**src/rtl/dcl_pkg.sv**
```systemverilog
package dcl_pkg;
  localparam int unsigned DEF_CODE_W = 12;
  localparam int unsigned DEF_NCH    = 2;
  localparam int unsigned PIN_CNT    = 5;
  // pin slots in the synchroniser vector
  localparam int unsigned PIN_SCLK = 0;
  localparam int unsigned PIN_SDIN = 1;
  localparam int unsigned PIN_CS   = 2;
  localparam int unsigned PIN_UPD0 = 3;
  // idle level of each pin at reset: strobes, select and clock high, data low
  localparam logic [PIN_CNT-1:0] PIN_IDLE = 5'b11101;
endpackage

```
**src/rtl/dcl_reset_sync.sv**
```systemverilog
module dcl_reset_sync (
  input  logic clk,
  input  logic clr_n,
  output logic rst_n
);
  logic [1:0] chain_q;
  always_ff @(posedge clk or negedge clr_n) begin
    if (!clr_n) chain_q <= 2'b00;
    else        chain_q <= {chain_q[0], 1'b1};
  end
  assign rst_n = chain_q[1];
endmodule

```
**src/rtl/dcl_pin_sync.sv**
```systemverilog
module dcl_pin_sync #(
  parameter int unsigned N = 5,
  parameter logic [N-1:0] IDLE = '1
) (
  input  logic         clk,
  input  logic         rst_n,
  input  logic [N-1:0] pin_i,
  output logic [N-1:0] sync_o
);
  logic [N-1:0] meta_q, sync_q;
  for (genvar i = 0; i < N; i++) begin : g_pin
    always_ff @(posedge clk or negedge rst_n) begin
      if (!rst_n) begin
        meta_q[i] <= IDLE[i];
        sync_q[i] <= IDLE[i];
      end else begin
        meta_q[i] <= pin_i[i];
        sync_q[i] <= meta_q[i];
      end
    end
  end
  assign sync_o = sync_q;
endmodule

```
**src/rtl/dcl_shift_reg.sv**
```systemverilog
module dcl_shift_reg #(
  parameter int unsigned W = 24
) (
  input  logic         clk,
  input  logic         rst_n,
  input  logic         shift_en,
  input  logic         sel_high,
  input  logic         din,
  output logic [W-1:0] sr_o
);
  logic [W-1:0] sr_q;
  always_ff @(posedge clk or negedge rst_n) begin
    if (!rst_n)        sr_q <= '0;
    else if (shift_en) sr_q <= {din, sr_q[W-1:1]};
  end
  assign sr_o = sr_q;

  // an older bit moves one place toward bit 0 on a shift
  assert_shift_moves_R1: assert property (@(posedge clk) disable iff (!rst_n)
    shift_en |=> sr_q[W-2] == $past(sr_q[W-1]));
  // select high freezes the register
  assert_sel_high_hold_R2: assert property (@(posedge clk) disable iff (!rst_n)
    sel_high |=> $stable(sr_q));
endmodule

```
**src/rtl/dcl_hold_reg.sv**
```systemverilog
module dcl_hold_reg #(
  parameter int unsigned CW = 12
) (
  input  logic          clk,
  input  logic          rst_n,
  input  logic          load_en,
  input  logic [CW-1:0] field_i,
  output logic [CW-1:0] code_o
);
  logic [CW-1:0] ordered;
  logic [CW-1:0] hold_q;
  // lowest register bit of the field is the code MSB
  always_comb begin
    for (int k = 0; k < CW; k++) ordered[k] = field_i[CW-1-k];
  end
  always_ff @(posedge clk or negedge rst_n) begin
    if (!rst_n)       hold_q <= '0;
    else if (load_en) hold_q <= ordered;
  end
  assign code_o = hold_q;

  // a channel whose strobe is not active keeps its code
  assert_idle_keeps_R5: assert property (@(posedge clk) disable iff (!rst_n)
    !load_en |=> $stable(hold_q));
  // while reset is held the code reads zero
  assert_clear_zero_R8: assert property (@(posedge clk)
    !rst_n |-> hold_q == '0);
endmodule

```
**src/rtl/dual_code_loader.sv**
```systemverilog
module dual_code_loader #(
  parameter int unsigned CODE_W = dcl_pkg::DEF_CODE_W,
  parameter int unsigned NCH    = dcl_pkg::DEF_NCH
) (
  input  logic              clk,
  input  logic              clr_n,
  input  logic              sclk,
  input  logic              sdin,
  input  logic              cs_n,
  input  logic              upd_a_n,
  input  logic              upd_b_n,
  output logic [CODE_W-1:0] code_a,
  output logic [CODE_W-1:0] code_b
);
  import dcl_pkg::*;
  localparam int unsigned FRAME_W = CODE_W * NCH;

  logic               rst_n;
  logic [PIN_CNT-1:0] pins, pin_q;
  logic               sclk_prev_q;
  logic               sclk_fall, shift_en, sel_high;
  logic [NCH-1:0]     load_en;
  logic [FRAME_W-1:0] frame;
  logic [CODE_W-1:0]  codes [NCH];

  dcl_reset_sync u_rst (.clk(clk), .clr_n(clr_n), .rst_n(rst_n));

  assign pins = {upd_b_n, upd_a_n, cs_n, sdin, sclk};
  dcl_pin_sync #(.N(PIN_CNT), .IDLE(PIN_IDLE)) u_sync (
    .clk(clk), .rst_n(rst_n), .pin_i(pins), .sync_o(pin_q));

  always_ff @(posedge clk or negedge rst_n) begin
    if (!rst_n) sclk_prev_q <= 1'b1;
    else        sclk_prev_q <= pin_q[PIN_SCLK];
  end

  assign sclk_fall = sclk_prev_q & ~pin_q[PIN_SCLK];
  assign sel_high  = pin_q[PIN_CS];
  assign shift_en  = sclk_fall & ~sel_high;

  dcl_shift_reg #(.W(FRAME_W)) u_sr (
    .clk(clk), .rst_n(rst_n), .shift_en(shift_en), .sel_high(sel_high),
    .din(pin_q[PIN_SDIN]), .sr_o(frame));

  // channel 0 (A) uses the upper field, channel 1 (B) the lower one
  for (genvar ch = 0; ch < NCH; ch++) begin : g_ch
    localparam int unsigned BASE = (NCH - 1 - ch) * CODE_W;
    assign load_en[ch] = ~sel_high & ~pin_q[PIN_UPD0 + ch];
    dcl_hold_reg #(.CW(CODE_W)) u_hold (
      .clk(clk), .rst_n(rst_n), .load_en(load_en[ch]),
      .field_i(frame[BASE +: CODE_W]), .code_o(codes[ch]));
  end

  assign code_a = codes[0];
  assign code_b = codes[1];

  // strobes are ignored while select is high
  assert_sel_high_no_load_R9: assert property (@(posedge clk) disable iff (!rst_n)
    sel_high |=> ($stable(code_a) && $stable(code_b)));
  // both strobes active means both channels load together
  assert_both_load_R7: assert property (@(posedge clk) disable iff (!rst_n)
    (load_en == '1) |=> (code_a[CODE_W-1] == $past(frame[FRAME_W-CODE_W]) &&
                         code_b[CODE_W-1] == $past(frame[0])));
endmodule

```
**config.mk**
```make
export PLATFORM = sky130hd
export DESIGN_NAME = dual_code_loader
export DESIGN_NICKNAME = d
export VERILOG_FILES = /design/src/rtl/dcl_pkg.sv /design/src/rtl/dcl_reset_sync.sv /design/src/rtl/dcl_pin_sync.sv /design/src/rtl/dcl_shift_reg.sv /design/src/rtl/dcl_hold_reg.sv /design/src/rtl/dual_code_loader.sv
export SDC_FILE = /design/constraint.sdc
export NUM_CORES = 1
export LEC_CHECK = 0
export ABC_AREA = 1
export BUFFER_PORTS_ARGS = -buffer_cell sky130_fd_sc_hd__buf_2
export CORE_ASPECT_RATIO = 0.6
export CORE_UTILIZATION = 60
export CTS_CLUSTER_SIZE = 10
export DETAILED_ROUTE_END_ITERATION = 10
export PLACE_DENSITY = 0.83
export SLEW_MARGIN = 20
export SYNTH_ARGS = -nofsm -noshare
export SYNTH_HDL_FRONTEND = slang
export SYNTH_HIERARCHICAL = 1
export SYNTH_SLANG_ARGS = --single-unit
```
**constraint.sdc**
```tcl
create_clock -name clk -period 3.2 [get_ports clk]
set_clock_uncertainty 0.15 [all_clocks]
set_input_delay 0.8 -clock clk [delete_from_list [all_inputs] [get_ports clk]]
set_output_delay 0.8 -clock clk [all_outputs]
set_load 0.05 [all_outputs]
```
==> reports/metrics.cfg, run 1 <==
[sta]
setup_tns_ns=0
hold_viol=0
grt_setup_unrepaired=false
finalMaxSlewViolations=0
finalSetupViolCount=0
holdWs_ns=0.0974
tightest_slew_ns=0.893
fin_crit_sh=0.594
max_freq_mhz=526
period_needed_ns=1.90
relSlewSlack=0.403

[yosys]
synth_area_leaders=dfrtp_1 (58%), nand2_1 (22%), dfstp_2 (10%), nand2_2 (3.0%), buf_6 (2.0%)
synth_seq_cells=61
yosysMostFrequentCell=nand2_1
synth_top_area_cell=dfrtp_1
yosys.cell_types.count=14
synth_warnings=6
synth-edff-count=0
yosysSeqAreaShare=0.681
synthTopCellsByCount=nand2_1 (134), dfrtp_1 (52), nand2_2 (11)
synth_top_cell_area_share=0.576
synth_nets=230
syn-cell-area_um2=2260
synth-async-reset-ratio=1.00
synth_area_per_cell_um2=10.1
syn_inst=223
synth_ff_type=dfrtp_1

[placement]
gp_congestion=0.824
numPortBuffers=30
hpwl_um=2450

[global_routing]
gr-usage-met2=0.335
use_met1=0.316
grt_pass1_wl_um=6560
grt_pass1_vias=1406
antenna_found_initial=0
grt_overflow=0
busiest_layer=met2
track_usage=0.235
met3_usage=0.106
grt_max_degree=27

[critical_path]
worstSetupEndpoint=code_b[6]
worst_setup_path_end_kind=primary output
crit_required_ns=2.25
path_cells=buf_2
rrSetupSlack_ns=1.40
worst-setup-path-type=flop to primary output
rr_worst_depth=6
r2r_end=u_sr/sr_o[12]
cp_data_arrival_time_ns=0.95
critPathMaxFanout=2
max_stage_delay_ns=0.36
crit_path_start_kind=flop
path_depth=1
cp_num_buf_inv=1
r2r_start=sclk_prev_q
startpoint=g_ch[1].u_hold/code_o[6]
cpLargestDelayFamily=flip-flops
slowest_stage=dfrtp_1

[clocking]
tritoncts=done
post_cts_buffers=0
cts_buffers=9
hold_buffers=0
cts_root_buffer=clkbuf_8
clock-sinks=61
cts.htree.levels=3
post_cts_resized=0
clk_path_buf_depth=2
worstSkewPairLatency_ns=0.33
path_clk_slew_ns=0.06

[layout]
nNetsFinal=266
area.growth.synth_to_final_pct=15.1
drive_gt1_frac=0.284
postLayoutCoreUtil=0.759
diodes=0

[pwr]
ir_drop_uv=512
pwr_density_cell_nw_per_um2=673
p_leak_nw=1.51

[floorplanning]
dieArea_um2=4020
die_height_um=49.5
start_util=0.659
core_area_um2=3420
num_io_pins=31
die_x_um=81.2
num_rows=16

[routing]
vias=1472
avgRoutedWirePerCell_um=12.0
wl_um=3720
drt_iter0_drc=98
firstDrtPassIters=4
drc_errors=0
ant_nets=0
via_per_inst=4.76

[run]
drv_cap=0

[status]
status=complete, no violations

[min_path]
min_path_type=primary input to asynchronous set/reset pin

## sequential cells by signal, indices dropped and copies added, names as in the netlist
name / flops
u_sr/sr_o: 24
u_rst/chain_q: 2
u_sync/sync_o: 5
g_ch.u_hold/code_o: 24
sclk_prev_q: 1
u_sync/meta_q: 5
## layout make-up
type / count / area, µm²
Tap cell: 45 / 56.3
Clock inverter: 4 / 45.0
Multi-Input combinational cell: 149 / 589
Timing Repair Buffer: 34 / 180
Inverter: 4 / 22.5
Fill cell: 254 / 826
Sequential cell: 61 / 1540
Clock buffer: 12 / 165
## stage by stage
stage / total power, W / worst slack [ns] / std cells / instance area [µm²]
after floorplan: 0.00103 / 1.24 / 223 / 2260
after global placement: 0.00107 / 1.46 / 293 / 2390
after detailed placement: 0.00107 / 1.40 / 293 / 2390
after CTS: 0.00178 / 1.27 / 309 / 2600
after global routing: 0.00183 / 1.24 / 309 / 2600
final: 0.00175 / 1.30 / 309 / 2600
## worst min-delay path by stage
stage | startpoint | endpoint | slack (ns) | depth (start not counted)
finish | clr_n | u_rst/chain_q[1] | 0.1 | 1
global route | clr_n | u_rst/chain_q[1] | 0.07 | 1
CTS | clr_n | u_rst/chain_q[1] | 0.07 | 1
detailed placement | u_rst/chain_q[1] | g_ch[0].u_hold/code_o[11] | 0.12 | 0
global placement | u_rst/chain_q[1] | g_ch[0].u_hold/code_o[9] | 0.11 | 0
floorplan | u_rst/chain_q[0] | u_rst/chain_q[1] | 0.18 | 0
## worst reg2reg max path, cell delays in order (launching register included)
cell and delay (ns):
dfstp_2 0.51, nand2_1 0.05, nor2_2 0.44, buf_4 0.30, inv_8 0.10, nand2_1 0.08, nand2_1 0.05
## logic make-up after synthesis
| logic type | share of synthesized area |
|---|---|
| flip-flops | 0.681 |
| AND/OR/NAND/NOR | 0.259 |
| buffers and inverters | 0.0576 |
| other | 0.00166 |
## power by group
part / leakage [nW] / internal [W] / switching (W)
Clock: 0.112 / 0.000419 / 0.000273
Combinational: 0.600 / 0.0000429 / 0.000141
Sequential: 0.801 / 0.000832 / 0.0000402
## routing by layer
layer | wire (µm) | up-vias | share of wire
li1 | - | 742 | -
met1 | 1880 | 688 | 0.50
met2 | 1620 | 37 | 0.44
met3 | 187 | 5 | 0.050
met4 | 30 | 0 | 0.0081
met5 | 0 | - | 0
## cells in the final DEF (no fill, tap or decap), drive strengths merged
| master | n |
|---|---|
| bufinv | 1 |
| dfrtp | 52 |
| dfstp | 9 |
| clkbuf | 12 |
| nand2 | 145 |
| conb | 1 |
| clkinv | 3 |
| nor2 | 3 |
| inv | 4 |
| buf | 34 |
(Power assumes the default switching activity.)
==> run 2: changes to the inputs <==
Settings changed: ABC_AREA 1 to 0, CORE_UTILIZATION 60 to 50, PLACE_DENSITY 0.83 to 0.73.
Clock period 3.2 ns to 1.6 ns, I/O delays scaled along.
==> run 2 against run 1 <==
Global-route usage down 8.0 points. Worst setup slack worse by 1.3 ns. First-iteration DRC count decreased by 17%. Sequential share of layout area fell by 4.9 points. Die area is 23% higher. Flip-flop and latch count unchanged. Register-to-register slack lost 1.4 ns. Non-clock buffer count rose by 5. Critical path depth grew 2.
==> reports/metrics.cfg, run 2 <==
[layout]
layout_common_cells=dfrtp_1 (51), mux2_4 (40), buf_2 (30)
diodes=0  ; unchanged
multi_input_area_um2=721  ; +22%
area.growth.synth_to_final_pct=21.8
final-seq-area_um2=1540  ; unchanged
nNetsFinal=170  ; -36%
drive_gt1_frac=0.661  ; +0.377
layout_commonest_cell=dfrtp_1
fin_cells=228  ; -26%
nFillCells=302  ; +19%

[yosys]
synth-edff-count=0  ; unchanged
synth_area_per_cell_um2=19.7  ; +95%
syn-cell-area_um2=2330  ; +3.0%
yosysMostFrequentCell=dfrtp_1
yosys.cell_types.count=9  ; -5
synth_nets=125  ; -46%
synth_area_leaders=dfrtp_1 (56%), mux2_4 (26%), dfstp_2 (10%), mux2_2 (3.9%), buf_12 (1.7%)
synth_top_cell_area_share=0.559  ; -0.0171
syn_inst=118  ; -47%
synth_seq_cells=61  ; unchanged
synth_ff_type=dfrtp_1
synth_warnings=6  ; unchanged
yosysSeqAreaShare=0.661  ; -0.0202
synth_top_area_cell=dfrtp_1
synth-async-reset-ratio=1.00  ; unchanged
synthTopCellsByCount=dfrtp_1 (52), mux2_4 (40), dfstp_2 (9)

[floorplanning]
num_io_pins=31  ; unchanged
die_height_um=54.8  ; +11%
die_x_um=90.1  ; +11%
dieArea_um2=4940  ; +23%
start_util=0.544  ; -0.116
core_area_um2=4280  ; +25%
num_rows=18  ; +2

[pwr]
pwr-share-comb=0.187  ; +0.082
clkPwrFrac=0.374  ; -0.022
pwr_density_cell_nw_per_um2=1510  ; +130%
intPower_w=0.00313  ; +140%
swShare=0.270  ; +0.00963
ir_drop_uv=1070  ; +110%
switchingPower_w=0.00116  ; +150%
p_leak_nw=1.45  ; -4.5%
power.share.sequential=0.439  ; -0.060

[critical_path]
worst_setup_path_end_kind=flop
cp_data_arrival_time_ns=1.61  ; +0.66 ns
crit_path_start_kind=flop
crit_required_ns=1.66  ; -0.59 ns
worst-setup-path-type=flop to flop
critPathMaxFanout=8  ; +6

[routing]
firstDrtPassIters=4  ; unchanged
avgRoutedWirePerCell_um=14.5  ; +20%
via_per_inst=4.69  ; -1.6%
vias=1069  ; -27%
dr.max_layer_used=met4
route.met3.wl_um=179  ; -4.3%
ant_nets=0  ; unchanged
drt_iter0_drc=81  ; -17%
drc_errors=0  ; unchanged
dr_wl_met2_um=1420  ; -13%
wl_met1_um=1660  ; -12%
wl_um=3300  ; -11%

[clocking]
cts_buffers=9  ; unchanged
cts_root_buffer=clkbuf_8
path_clk_slew_ns=0.06  ; about the same
tritoncts=done
cts.htree.levels=3  ; unchanged
post_cts_buffers=0  ; unchanged
clock-sinks=61  ; unchanged
worstSkewPairLatency_ns=0.33  ; about the same
clk_path_buf_depth=2  ; unchanged

[placement]
hpwl_um=2070  ; -16%
post-place-cells=209  ; -29%
gp_congestion=0.730  ; -11%
numPortBuffers=30  ; unchanged

[run]
drv_cap=0  ; unchanged

[global_routing]
grt_overflow=0  ; unchanged
track_usage=0.155  ; -0.0800
grt_pass1_vias=1058  ; -25%
antenna_found_initial=0  ; unchanged
grt_pass1_wl_um=5430  ; -17%
grt_max_degree=60  ; +120%

[status]
status=complete, no violations

[sta]
max_freq_mhz=643
fin_crit_sh=0.973
hold_viol=0  ; unchanged
finalSetupViolCount=0  ; unchanged
finalMaxSlewViolations=0  ; unchanged
grt_setup_unrepaired=true
holdWs_ns=0.0212  ; -0.0762 ns
period_needed_ns=1.56

[min_path]
min_path_type=primary input to flop

-- run 2: cell count changes after synthesis, sizes merged --
cell and change:
nor2 -1, clkbuf -2, nand2 -145, nor3b +1
buf -2, inv -4, mux2 +48
-- run 2: cells by family (layout without fill, tap and decap cells) --
logic type / Yosys count / in the layout / share of synthesized area
multiplexers: 48 / 48 / 0.297
other: 1 / 1 / 0.00161
AND/OR/NAND/NOR: 3 / 3 / 0.00861
buffers and inverters: 5 / 55 / 0.0317
flip-flops: 61 / 61 / 0.661
-- run 2: final cells by class --
class / count / share of cell area
Multi-Input combinational cell: 52 / 0.254
Sequential cell: 61 / 0.543
Clock buffer: 13 / 0.0632
Tap cell: 60 / 0.0265
Timing Repair Buffer: 39 / 0.0897
Clock inverter: 3 / 0.0230
-- run 2: per-layer routing --
layer	vias to the layer above	GRT usage
li1	500	-
met1	539	0.202
met2	24	0.218
met3	6	0.0792
met4	0	0.0726
met5	-	0
-- run 2: worst max-delay path, stage by stage, from the launching register on --
cell	delay [ns]
dfstp_2	0.52
nor3b_4	0.22
buf_4	0.24
mux2_4	0.31
-- run 2: final timing paths --
path,start,to,depth (start not counted),slack [ns]
max,sclk_prev_q,u_sr/sr_o[11],3,0.04
min,upd_b_n,u_sync/meta_q[4],1,0.02
max reg2reg,sclk_prev_q,u_sr/sr_o[11],3,0.04
min reg2reg,u_rst/chain_q[1],u_sr/sr_o[12],1,0.11
max in group asynchronous,u_rst/chain_q[1],u_sync/sync_o[3],1,0.88
min in group asynchronous,u_rst/chain_q[1],u_sr/sr_o[12],1,0.11
-- run 2: power by group through the flow --
stage / sequential, W / clock [W] / combinational, W
detailed placement: 0.00191 / 0 / 0.000801
global placement: 0.00190 / 0 / 0.000794
floorplan: 0.00222 / 0 / 0.000317
CTS: 0.00189 / 0.00165 / 0.000808
finish: 0.00188 / 0.00160 / 0.000802
global route: 0.00191 / 0.00172 / 0.000846
-- run 2: through the flow --
stage | instance area (µm²) | setup slack, ns | total power [W] | TNS [ns] | util
2_1_floorplan | 2330 | 0.102 | 0.00254 | 0 | -
5_1_grt | 2830 | -0.0126 | 0.00448 | -0.0229 | 0.662
3_3_place_gp | 2550 | 0.0810 | 0.00270 | 0 | 0.597
4_1_cts | 2820 | 0.0327 | 0.00434 | 0 | 0.659
6_report | 2830 | 0.0439 | 0.00429 | 0 | 0.662
3_5_place_dp | 2550 | 0.0436 | 0.00271 | 0 | 0.597
-- run 2: timing repair --
action | CTS | global route
hold buffers | 2 | 1
setup endpoints to repair | 0 | 3
hold endpoints to repair | 3 | 1
resized for setup | 0 | 1
==> run 3: changes to the inputs <==
Settings changed: SETUP_SLACK_MARGIN set to 0.4.
==> run 3 against run 2 <==
The flow now finishes with violations (setup timing). Wire length is 50% higher. Via count is 21% higher. Core utilization is 15 points higher. First-iteration DRC count is 49% lower. Global-route usage is 5.0 points higher. Flip-flop and latch count stayed put. Clock-buffer cell count is 1 lower. Non-clock buffer count is 41 higher. Critical path type unchanged.
==> reports/metrics.cfg, run 3 (synthesized netlist as in run 2, its figures left out) <==
[clocking]
tritoncts=done
clock-sinks=61  ; unchanged
path_clk_slew_ns=0.08  ; +0.02 ns
cts_root_buffer=clkbuf_8
worstSkewPairLatency_ns=0.34  ; about the same
clk_path_buf_depth=2  ; unchanged
cts_buffers=9  ; unchanged
cts.htree.levels=3  ; unchanged

[global_routing]
grt_pass1_wl_um=7020  ; +29%
track_usage=0.205  ; +0.0497
grt_pass1_vias=1273  ; +20%
grt_overflow=0  ; unchanged
antenna_found_initial=0  ; unchanged
grt_max_degree=24  ; -60%

[placement]
post-place-cells=207  ; -0.96%
numPortBuffers=30  ; unchanged
hpwl_um=2230  ; +7.7%
placed_cell_area_um2=2550  ; unchanged
gp_congestion=0.716  ; -2.0%

[sta]
grt_setup_unrepaired=true
fin_ws_ns=-0.0601  ; -0.104 ns
finalSetupViolCount=24  ; +24
finalMaxSlewViolations=0  ; unchanged
period_needed_ns=1.66  ; +0.104 ns
setup_tns_ns=-0.841  ; -0.841 ns
hold_viol=0  ; unchanged
fin_crit_sh=1.04  ; +0.0650
max_freq_mhz=602  ; -6.3%

[layout]
drive_gt1_frac=0.722  ; +0.0618
layout_common_cells=dfrtp_1 (51), mux2_4 (48), buf_4 (30), buf_6 (30), clkbuf_8 (11)
stdcell_area_um2=3480  ; +23%
area.growth.synth_to_final_pct=49.7
diodes=0  ; unchanged
fin_cells=269  ; +18%
postLayoutCoreUtil=0.813  ; +0.151
nNetsFinal=211  ; +24%
layout_commonest_cell=dfrtp_1

[critical_path]
critPathMaxFanout=6  ; -2
worst_setup_path_end_kind=flop
crit_path_start_kind=flop
cp_data_arrival_time_ns=1.72  ; +0.11 ns
worst-setup-path-type=flop to flop
crit_required_ns=1.66  ; about the same

[floorplanning]
die_height_um=54.8  ; unchanged
core_area_um2=4280  ; unchanged
die_x_um=90.1  ; unchanged
dieArea_um2=4940  ; unchanged
num_io_pins=31  ; unchanged
num_rows=18  ; unchanged
start_util=0.544  ; unchanged

[pwr]
swShare=0.274  ; +0.00412
clkPwrFrac=0.352  ; -0.022
power.share.sequential=0.399  ; -0.040
pwr_density_cell_nw_per_um2=1400  ; -7.8%
pwr-share-comb=0.249  ; +0.062
p_leak_nw=1.74  ; +20%
intPower_w=0.00353  ; +13%
switchingPower_w=0.00133  ; +15%
ir_drop_uv=1000  ; -6.0%

[routing]
avgRoutedWirePerCell_um=18.4  ; +27%
vias=1297  ; +21%
ant_nets=0  ; unchanged
wl_um=4960  ; +50%
firstDrtPassIters=4  ; unchanged
drc_errors=0  ; unchanged
via_per_inst=4.82  ; +2.8%
drt_iter0_drc=41  ; -49%

[min_path]
min_path_type=primary input to flop

[status]
violations=setup timing
status=complete, but fails checks

[run]
drv_cap=0  ; unchanged

[run 3: cell type report]
type / instances / area, µm²
clock buffer: 12 / 155
clock inverter: 4 / 95.1
fill: 204 / 798
multi-input combinational: 52 / 766
sequential: 61 / 1540
tap: 60 / 75.1
timing repair buffer: 80 / 851
[run 3: worst paths after layout]
| check | start | endpoint | slack [ns] | depth (start not counted) |
|---|---|---|---|---|
| max | sclk_prev_q | u_sr/sr_o[16] | -0.06 | 4 |
| min | sdin | u_sync/meta_q[1] | 0.02 | 1 |
| max reg2reg | sclk_prev_q | u_sr/sr_o[16] | -0.06 | 4 |
| min reg2reg | u_rst/chain_q[1] | u_sr/sr_o[19] | 0.06 | 0 |
| max in group asynchronous | u_rst/chain_q[1] | u_sr/sr_o[17] | 0.70 | 1 |
| min in group asynchronous | u_rst/chain_q[1] | u_sr/sr_o[19] | 0.06 | 0 |
[run 3: repair_timing]
item / in CTS / in global routing
hold endpoints to repair: 5 / 1
hold buffers: 4 / 1
endpoints found under the setup margin: 72 / 72
gates resized for setup: 59 / 8
gates cloned: 3 / 2
setup buffers: 22 / 14
pin swaps: 2 / 2
[run 3: worst max-delay path, cell delays in order, from the launching register on]
cell	delay [ns]
dfstp_2	0.53
nor3b_4	0.23
buf_6	0.15
clkbuf_16	0.15
mux2_4	0.30
[run 3: through the flow]
step | total power, W | hold WS [ns] | setup WS [ns]
final | 0.00486 | 0.0221 | -0.0601
after global routing | 0.00503 | 0.00165 | -0.0907
after CTS | 0.00469 | 0.00217 | -0.000711
after detailed placement | 0.00272 | 0.0379 | 0.0305
after global placement | 0.00269 | 0.0337 | 0.0427
after floorplan | 0.00254 | -0.0456 | 0.102
[run 3: power by group through the flow]
stage | logic, W | clock network [W] | registers (W)
floorplan | 0.000321 | 0 | 0.00222
global placement | 0.000781 | 0 | 0.00191
detailed placement | 0.000792 | 0 | 0.00193
CTS | 0.00106 | 0.00171 | 0.00192
global route | 0.00126 | 0.00181 | 0.00195
finish | 0.00121 | 0.00171 | 0.00194
[run 3: per-layer routing]
metal  routed length, µm  GRT usage  vias up
met3                 200     0.0750       11
met1                2500      0.280      670
met5                   0          0        -
met4                  91     0.0726        0
met2                2170      0.308       37
li1                    -          -      579
